===== src/rtl/dma_page_addr_gen.sv =====
module dma_page_addr_gen #(
  parameter int CH_W    = 2,
  parameter int PG_W    = 8,
  parameter int HI_USED = 7,
  parameter int ADDR_W  = 16,
  parameter int OFS_W   = 16,
  parameter int MODE_W  = 8,
  parameter int DEC_BIT = 5
) (
  input  logic                 clk,
  input  logic                 rst_n,
  input  logic                 hi_en,
  input  logic                 reg_sel,
  input  logic                 reg_we,
  input  logic                 reg_bank,
  input  logic [2:0]           reg_idx,
  input  logic [PG_W-1:0]      reg_wdata,
  output logic [PG_W-1:0]      reg_rdata,
  input  logic                 req,
  input  logic [CH_W-1:0]      req_chan,
  input  logic [ADDR_W-1:0]    req_cur_addr,
  input  logic [MODE_W-1:0]    req_mode,
  input  logic [OFS_W-1:0]     req_pos,
  input  logic [OFS_W-1:0]     req_len,
  output logic                 addr_valid,
  output logic [HI_USED+PG_W+ADDR_W-1:0] addr_out,
  output logic                 addr_rev
);
  localparam int NCH    = 1 << CH_W;
  localparam int PHYS_W = HI_USED + PG_W + ADDR_W;

  logic [NCH-1:0][PG_W-1:0] lo_q, hi_q;
  logic                     map_ok;
  logic [CH_W-1:0]          map_ch;
  logic                     wr_hit;
  logic [PHYS_W-1:0]        base, up_addr, dn_addr;

  always_comb begin
    map_ok = 1'b1;
    map_ch = '0;
    case (reg_idx)
      3'd1:    map_ch = CH_W'(2);
      3'd2:    map_ch = CH_W'(3);
      3'd3:    map_ch = CH_W'(1);
      3'd7:    map_ch = CH_W'(0);
      default: map_ok = 1'b0;
    endcase
  end

  assign wr_hit = reg_sel && reg_we && map_ok;

  always_ff @(posedge clk) begin
    if (!rst_n) begin
      lo_q <= '0;
      hi_q <= '0;
    end else if (wr_hit) begin
      if (!reg_bank)
        lo_q[map_ch] <= reg_wdata;
      else if (hi_en)
        hi_q[map_ch] <= reg_wdata;
    end
  end

  always_comb begin
    reg_rdata = '0;
    if (reg_sel && map_ok) begin
      if (!reg_bank)
        reg_rdata = lo_q[map_ch];
      else if (hi_en)
        reg_rdata = hi_q[map_ch];
    end
  end

  assign base    = {hi_q[req_chan][HI_USED-1:0], lo_q[req_chan], req_cur_addr};
  assign up_addr = base + PHYS_W'(req_pos);
  assign dn_addr = base - PHYS_W'(req_pos) - PHYS_W'(req_len);

  always_ff @(posedge clk) begin
    if (!rst_n) begin
      addr_valid <= 1'b0;
      addr_out   <= '0;
      addr_rev   <= 1'b0;
    end else begin
      addr_valid <= req;
      if (req) begin
        addr_out <= req_mode[DEC_BIT] ? dn_addr : up_addr;
        addr_rev <= req_mode[DEC_BIT];
      end
    end
  end


  inv_write_ignored_chk: assert property (@(posedge clk) disable iff (!rst_n)
    reg_sel && reg_we && !map_ok |=> $stable(lo_q) && $stable(hi_q));


  inv_read_zero_chk: assert property (@(posedge clk) disable iff (!rst_n)
    reg_sel && !map_ok |-> reg_rdata == '0);


  hi_disabled_write_chk: assert property (@(posedge clk) disable iff (!rst_n)
    reg_sel && reg_we && reg_bank && !hi_en |=> $stable(hi_q));


  valid_follows_req_chk: assert property (@(posedge clk) disable iff (!rst_n)
    req |=> addr_valid);


  valid_drops_chk: assert property (@(posedge clk) disable iff (!rst_n)
    !req |=> !addr_valid && $stable(addr_out));


  rev_flag_chk: assert property (@(posedge clk) disable iff (!rst_n)
    req |=> addr_rev == $past(req_mode[DEC_BIT]));
endmodule


===== config.mk =====
export PLATFORM = sky130hd
export DESIGN_NAME = dma_page_addr_gen
export DESIGN_NICKNAME = d
export VERILOG_FILES = /design/src/rtl/dma_page_addr_gen.sv
export SDC_FILE = /design/constraint.sdc
export NUM_CORES = 1
export LEC_CHECK = 0
export ABC_AREA = 1
export BUFFER_PORTS_ARGS = -buffer_cell sky130_fd_sc_hd__buf_4
export CAP_MARGIN = 10
export CORE_MARGIN = 2
export CORE_UTILIZATION = 45
export DETAILED_ROUTE_END_ITERATION = 7
export GPL_TIMING_DRIVEN = 0
export HOLD_SLACK_MARGIN = 0.05
export PLACE_DENSITY = 0.73
export SLEW_MARGIN = 40
export SYNTH_ARGS = -nofsm -noshare
export SYNTH_HDL_FRONTEND = slang
export SYNTH_SLANG_ARGS = --single-unit

===== constraint.sdc =====
create_clock -name clk -period 5.3 [get_ports clk]
set_clock_uncertainty 0.2 [all_clocks]
set_input_delay 0.53 -clock clk [delete_from_list [all_inputs] [get_ports clk]]
set_output_delay 0.53 -clock clk [all_outputs]
set_load 0.02 [all_outputs]

After elaboration in Yosys (flattened, before gate mapping) --
Index checks and enable logic that the tools add are counted.
Operators by class: reductions and logical operators 7, bitwise operators 1, order comparisons 3, add/subtract/negate cells 3, eq/ne operators 4, mux-type cells 18
Operators with widths (count):
- $bmux 8 s2 | 4
- $bwmux 32 | 2
- $sub 31x16->31 | 2
- $mux 8 | 7
- $add 31x16->31 | 1
- $mux 31 | 1
- $demux 8 s2 | 1
- $mux 7 | 1
- $eq 3x2->1 const B | 2
- $lt 2x3->1 const B | 2
- $pmux 2 s3 | 1
- $logic_and 1x1->1 | 4
- $reduce_or 4->1 | 1
- $eq 3x1->1 const B | 1
- $eq 3x3->1 const B | 1
- $reduce_and 3->1 | 1
- $ge 2x1->1 const B | 1
- $reduce_and 2->1 | 1
- $mux 1 | 1
- $not 1->1 | 1
Word-level totals: bits of input ports 76, word-level logic and storage cells 47, register bits 97, output and inout bits 41

Longest topological paths before layout --
Gate-level depths: netlist of the first run.
word-level depth 7, depth in mapped cells 19

Worst setup path before layout of the first run --
OpenSTA, ideal clock, no wires.
path kind in2out, start point in reg_idx[2], end point out reg_rdata[6], stages 9, required time 4.570 ns, slack 2.608 ns, arrival 1.962 ns, path buffers 1, cell sequence nor2_1 nand2_1 inv_2 nor2_1 inv_1 clkbuf_1 o21ai_0 nand2_1 a21oi_1
On the way: cells in the longest elaborated chain, start to end 7
Ends and longest elaborated chain:
- start: declaration | line 16 | input logic [2:0] reg_idx,
- $eq 3x2->1 / $eq 3x1->1 (equally long branches) | line 41 | case (reg_idx)
- $pmux 2 s3 | line 41
- $bmux 8 s2 | line 70 | reg_rdata = hi_q[map_ch];
- $mux 8 (not written as such) | line 70
- $mux 8 | line 69 | else if (hi_en)
- $mux 8 | line 67 | if (!reg_bank)
- $mux 8 * | line 66 | if (reg_sel && map_ok) begin
- end: declaration | line 18 | output logic [PG_W-1:0] reg_rdata,
Mark *: on every way between the ends. The rest lies on a longest branch, timed or not. The select of a mux whose other input is x is not followed.

Worst setup path after layout of the first run --
start point in reg_idx[2], end point out reg_rdata[2]
The elaborated chain is that of the path after synthesis.

==> metrics, run 1 <==
status=completed; MaxCap Viol Count=0; worst r2r src=lo_q[0]; Pint=about 1.4 mW; placer congestion estimate=~1; sw frac=0.370; Final Hold Fails=0; R2R Path End=addr_out[17]; DRT antenna net count=0; cell leakage power=between 4 and 5 nW; Port Buf Inserts=between 100 and 150; synth top area cells=dfxtp_1 25%, nand2_1 19%, inv_1 9.1%; # rows=48; residual DRC count=0; fin. max-slew vios=0; Endpoint, Worst Hold=hi_q[31]; Fin Setup TNS=0 ps; layout cells sized above 1=0.105; drt via density=~5.5; Power Total=approximately 2.3 mW; CP Data Required Time=between 4000 and 5000 ps; hold path depth=2; Initial Utilization=0.456; syn avg cell area=approximately 6 µm²; syn nets=~1400; CP Launch Type=input port; # hold bufs at CTS=0; Post-CTS Setup Bufs=0; FF+latch count, synth=97; Detailed Routing Iterations Pass 1=6; Storage cell area=a little under 2000 µm²; top-area cell type share of the netlist area=0.248; Die Y=roughly 140 µm; post-synthesis cell area=slightly below 8000 µm²; Flop pwr share=0.337; hold path start=hi_q[31]; Power Dens Cells=248 nW/µm²; CTS buffer count=9; n_diodes=0; Ports=roughly 120; Clock Latency Late Sink=approximately 360 ps; first-pass GRT wire length=44000 µm; most common cell in the synthesized netlist=nand2_1; Worst EP arrival=approximately 3000 ps; Worst Hold Class=register to register; wire length per cell=16.8 µm; CTS Sinks=97; ys flop type=dfxtp_1; Yosys cell types=35; post-synthesis instance total=1309; initial DRC count=~840; r2r setup slk=approximately 2700 ps; area grow syn2layout=18.1%; Clock Pin Slew Worst Setup and Hold Paths=roughly 80 ps; via count=9069; Die X-Extent=about 140 µm; gr ovfl total=0; combinational share of power=0.333; Post-CTS Resized=0; area of the multi-input gates=around 5000 µm²; Post-synth EDFFs=0; Finished Layout Cells=~1700; area post-placement=slightly below 9000 µm²; CTS tree=done; Die ar.=about 18000 µm²; warnings from Yosys=0; Cells after DPL=about 1600; commonest cells in the synthesized netlist=391 x nand2_1, 190 x inv_1, 131 x a21oi_1, 126 x nand3_1, 97 x dfxtp_1; Final min period=~3700 ps; Max Buffers Root-to-Sink=2; Worst Tran Pin Value=a little under 800 ps; crit path kind=input port to primary output; number of fill cells in the layout=roughly 1900; Clk pwr share=0.330; FFs w/ async S/R, synth=0; Post-DP HPWL=approximately 22000 µm; cell area after layout=9250 µm²; crit path max fanout=10; All-Layer GR Usage=0.307; Psw=0.850 mW; Setup crit end kind=primary output; crit share post-route=0.700; number of global-route vias before repair=about 8400; post-synth top area cell=dfxtp_1; H-tree depth=3; FF-to-FF path depth=14; CTS Root Cell=clkbuf_16; sequential share of the synthesized area=0.248; Achievable Freq=between 200 and 300 MHz; RSZ-0062 raised after global routing=no; core area=~17000 µm²; largest net degree at the start of global routing=19; Nets=1554; final setup fails=0; Routed Wire Length=between 20000 and 30000 µm; Slew HR=0.469; initial antenna violation count=0; maximum vdd drop=roughly 0.18 mV; Fin Hold WS=between 200 and 300 ps
flip-flops by register name, summed over array words and instances (netlist names):
register,cells
addr_valid,1
hi_q,32
addr_rev,1
addr_out,31
lo_q,32
power by group through the flow:
stage / Combinational, mW / Clock [mW] / Sequential (mW)
floorplan: 0.464 / 0 / 0.815
global placement: 0.739 / 0 / 0.790
detailed placement: 0.746 / 0 / 0.791
CTS: 0.751 / 0.759 / 0.774
global route: 0.854 / 0.784 / 0.776
finish: 0.763 / 0.757 / 0.774
how the worst max path moves through the flow:
stage                         endpoint  cells past startpoint  startpoint
after floorplan           reg_rdata[6]                      9  reg_idx[2]
after global placement    reg_rdata[2]                     10  reg_idx[2]
after detailed placement  reg_rdata[2]                     10  reg_idx[2]
after CTS                 reg_rdata[2]                     10  reg_idx[2]
after global routing      reg_rdata[2]                     10  reg_idx[2]
final                     reg_rdata[2]                     10  reg_idx[2]
through the flow:
stage	setup slack, ps	utilization
2_1_floorplan	2610	-
3_3_place_gp	1670	0.519
3_5_place_dp	1690	0.519
4_1_cts	1670	0.539
5_1_grt	1510	0.539
6_report	1590	0.539
logic make-up after synthesis:
kind of cell    share of synthesized area
compound gates                      0.184
xor+xnor                           0.0123
fa+ha+maj                          0.0993
buf+inv                             0.119
flops                               0.248
simple gates                        0.338
placed cells by master (no fill, tap or decap), types with 2 or more instances in the layout:
cell	n
a21oi_1	131
a221oi_1	4
a22oi_1	7
a31oi_1	4
and2_1	2
buf_1	5
buf_2	17
buf_4	106
bufinv_16	2
clkbuf_1	23
clkbuf_16	9
clkinv_1	2
dfxtp_1	97
fa_1	17
ha_1	35
inv_1	190
inv_2	5
nand2_1	391
nand2_2	2
nand3_1	126
nand4_1	9
nor2_1	90
nor3_1	13
nor3_4	2
o211ai_1	14
o21ai_0	81
o21ai_1	14
o221ai_1	5
o22ai_1	4
xor2_1	11
layer usage:
layer,track usage,vias to the layer above,routed length [µm]
li1,-,4481,-
met1,0.400,4097,11900
met2,0.505,428,12500
met3,0.0496,63,2480
met4,0.128,0,882
met5,0,-,0
worst max-delay path, stage by stage:
cell and delay [ps]:
buf_4 90, nor2_1 40, nand2_1 310, inv_2 200, nor2_1 530, inv_1 210, clkbuf_1 340, o211ai_1 400
a21oi_1 150, buf_4 180
area by class of cell:
type,count,area share
well taps,225,0.0304
clock inverters,7,0.0122
plain buffers,45,0.0206
multi-input cells,970,0.537
inverters,197,0.0799
clock buffers,9,0.0243
flip-flops and latches,97,0.210
repair buffers,106,0.0860
Power figures use the tool's default switching activity.
==> inputs of run 2 (changes only) <==
Settings changed: ABC_AREA 1 to 0, PLACE_DENSITY 0.73 to 0.76.
Clock period 5.3 ns to 3.3 ns, I/O delays scaled along.
==> metrics, run 2 <==
status=completed; CTS Sinks=97 (unchanged); number of global-route vias before repair=6540 (-23%); Slew HR=0.460 (-0.00911); hold path depth=3 (+1); final setup fails=0 (unchanged); area grow syn2layout=17.7%; first-pass GRT wire length=33200 µm (-25%); Detailed Routing Iterations Pass 1=5 (-1); post-synthesis cell area=7240 µm² (-7.6%); fin. max-slew vios=0 (unchanged); largest net degree at the start of global routing=17 (-2); crit path kind=register to register; most common cell in the synthesized netlist=nor2_1; Worst Hold Class=input port to register; CP Launch Type=register; Max Buffers Root-to-Sink=2 (unchanged); Post-synth EDFFs=0 (unchanged); mux contribution to synthesized area=0.161 (+0.161); Yosys cell types=71 (+100%); Power Dens Cells=405 nW/µm² (+63%); Fin Setup TNS=0 ps (unchanged); All-Layer GR Usage=0.248 (-0.0588); Cells after DPL=1179 (-28%); RSZ-0062 raised after global routing=no; syn avg cell area=8.34 µm² (+39%); synth top area cells=dfxtp_1 27%, mux2i_1 9.9%, nor2_1 6.5%; post-synth top area cell=dfxtp_1; Clock Pin Slew Worst Setup and Hold Paths=70 ps (about the same); worst r2r src=lo_q[24]; Post-DP HPWL=16100 µm (-26%); Initial Utilization=0.458 (+0.00141); final core utilization=0.539 (about the same); most frequent cells in the layout=126 x nor2_1, 97 x dfxtp_1, 96 x buf_4, 72 x mux2i_1, 72 x nand2_1; crit path max fanout=9 (-1); biggest regs=hi_q (32), lo_q (32), addr_out (31); H-tree depth=3 (unchanged); Slowest-stage cell, CP=mux4_2; cell leakage power=3.82 nW (-15%); Finished Layout Cells=1194 (-28%); hold path start=rst_n; drt via density=5.75 (+5.0%); ys flop type=dfxtp_1; Port Buf Inserts=95 (-10%); xor and xnor area share after synthesis=0.0484 (+0.0361); largest family of logic cells by synthesized area=simple AND/OR/NAND/NOR gates; Post-Synth Simple-Gate Area=0.177 (-0.161); top-area cell type share of the netlist area=0.268 (+0.0203); FF+latch count, synth=97 (unchanged); crit share post-route=0.962; adder-cell share of the synthesized area=0.109 (+0.00951); CP Data Required Time=3350 ps (-1220 ps); Ports=117 (unchanged); syn nets=996 (-31%); Clock Latency Late Sink=360 ps (about the same); residual DRC count=0 (unchanged); number of fill cells in the layout=1491 (-20%); FF-to-FF path depth=9 (-5); Final Hold Fails=0 (unchanged); sequential share of the synthesized area=0.268 (+0.0203); post-synthesis instance total=868 (-34%); layout cells sized above 1=0.158 (+0.0537); gr ovfl total=0 (unchanged); warnings from Yosys=0 (unchanged); placer congestion estimate=0.916 (-7.0%); Synth Area in Compound Gates=0.176 (-0.00773); Achievable Freq=between 300 and 400 MHz; Routed Wire Length=21200 µm (-23%); Nets=1101 (-29%); core area=15800 µm² (-7.9%); source of the critical timing path=lo_q[24]; Die ar.=17100 µm² (-7.3%); FFs w/ async S/R, synth=0 (unchanged); CTS tree=done; via count=6864 (-24%); CTS buffer count=9 (unchanged); n_diodes=0 (unchanged); Worst Tran Pin Value=806 ps (+10.7 ps); Final min period=3170 ps; most common cell after layout, fill and taps aside=nor2_1; MaxCap Viol Count=0 (unchanged); wire length per cell=17.8 µm (+6.2%); initial antenna violation count=0 (unchanged); CTS Root Cell=clkbuf_16; initial DRC count=562 (-33%); worst path cell trace=mux4_2 > ha_2 > and4_1 > nand3_1 > o311a_1 > a41o_1 > nand2_1 > xor2_1 > a21oi_1; max incr delay on CP=580 ps (+50 ps); Setup crit end kind=register; DRT antenna net count=0 (unchanged); # rows=46 (-4.2%); maximum vdd drop=0.331 mV (+83%); commonest cells in the synthesized netlist=126 x nor2_1, 97 x dfxtp_1, 72 x mux2i_1, 72 x nand2_1, 65 x a21oi_1; Worst EP arrival=3220 ps (+240 ps); Die Y=131 µm (-3.7%); Die X-Extent=131 µm (-3.7%)
## run 2: per-stage QoR
step | total power [mW] | setup WS [ps] | hold slack (ps) | instance area (µm²)
CTS | 3.45 | 108 | 87.5 | 8520
detailed placement | 2.38 | -400 | 239 | 8230
global route | 3.62 | 11.1 | 94.8 | 8520
floorplan | 2.04 | 45.7 | 234 | 7240
global placement | 2.36 | -386 | 236 | 8230
finish | 3.46 | 126 | 95.0 | 8520
## run 2: worst max-delay path: cells and delay by family (launching register included)
family / cells / cell delay (ps)
AOI/OAI and AO/OA: 3 / 720
xor gates and xnor gates: 1 / 220
adders and majority gates: 1 / 480
DFF: 1 / 320
muxes: 1 / 580
and+or+nand+nor: 3 / 540
## run 2: repair_timing
action / in CTS / in global routing
hold buffers: 0 / 0
setup endpoints to repair: 3 / 2
buffers inserted: 0 / 0
gates cloned: 0 / 0
resized for setup: 1 / 1
## run 2: worst paths after layout
path | slack [ps] | endpoint
max | 130 | addr_out[25]
min | 90 | addr_out[8]
max reg2reg | 130 | addr_out[25]
min reg2reg | 240 | addr_out[18]
## run 2: cell type report
type	instances	area, µm²	area share
sequential	97	1940	0.228
multi-input combinational	677	4870	0.572
clock buffer	11	233	0.0273
clock inverter	5	61.3	0.00719
tap	216	270	0.0317
timing repair buffer	95	713	0.0837
buffer	48	262	0.0307
inverter	45	169	0.0198
## run 2: kinds of logic (layout without fill, tap and decap cells)
| family | after synthesis | after routing |
|---|---|---|
| AO/OA/AOI/OAI | 204 | 204 |
| XOR/XNOR | 40 | 40 |
| adder cells (fa/ha/maj) | 53 | 53 |
| buffers and inverters | 94 | 204 |
| flip-flops | 97 | 97 |
| multiplexers | 96 | 96 |
| AND/OR/NAND/NOR | 284 | 284 |
## run 2: power breakdown
group	leakage [nW]	switching [mW]	internal (mW)
combinational	2.88	0.655	0.475
clock	0.145	0.485	0.596
sequential	0.789	0.0309	1.21
## run 2: routing by layer
metal / share of wire / GRT usage
met1: 0.42 / 0.315
met2: 0.48 / 0.422
met5: 0 / 0
met3: 0.071 / 0.0448
met4: 0.026 / 0.0932
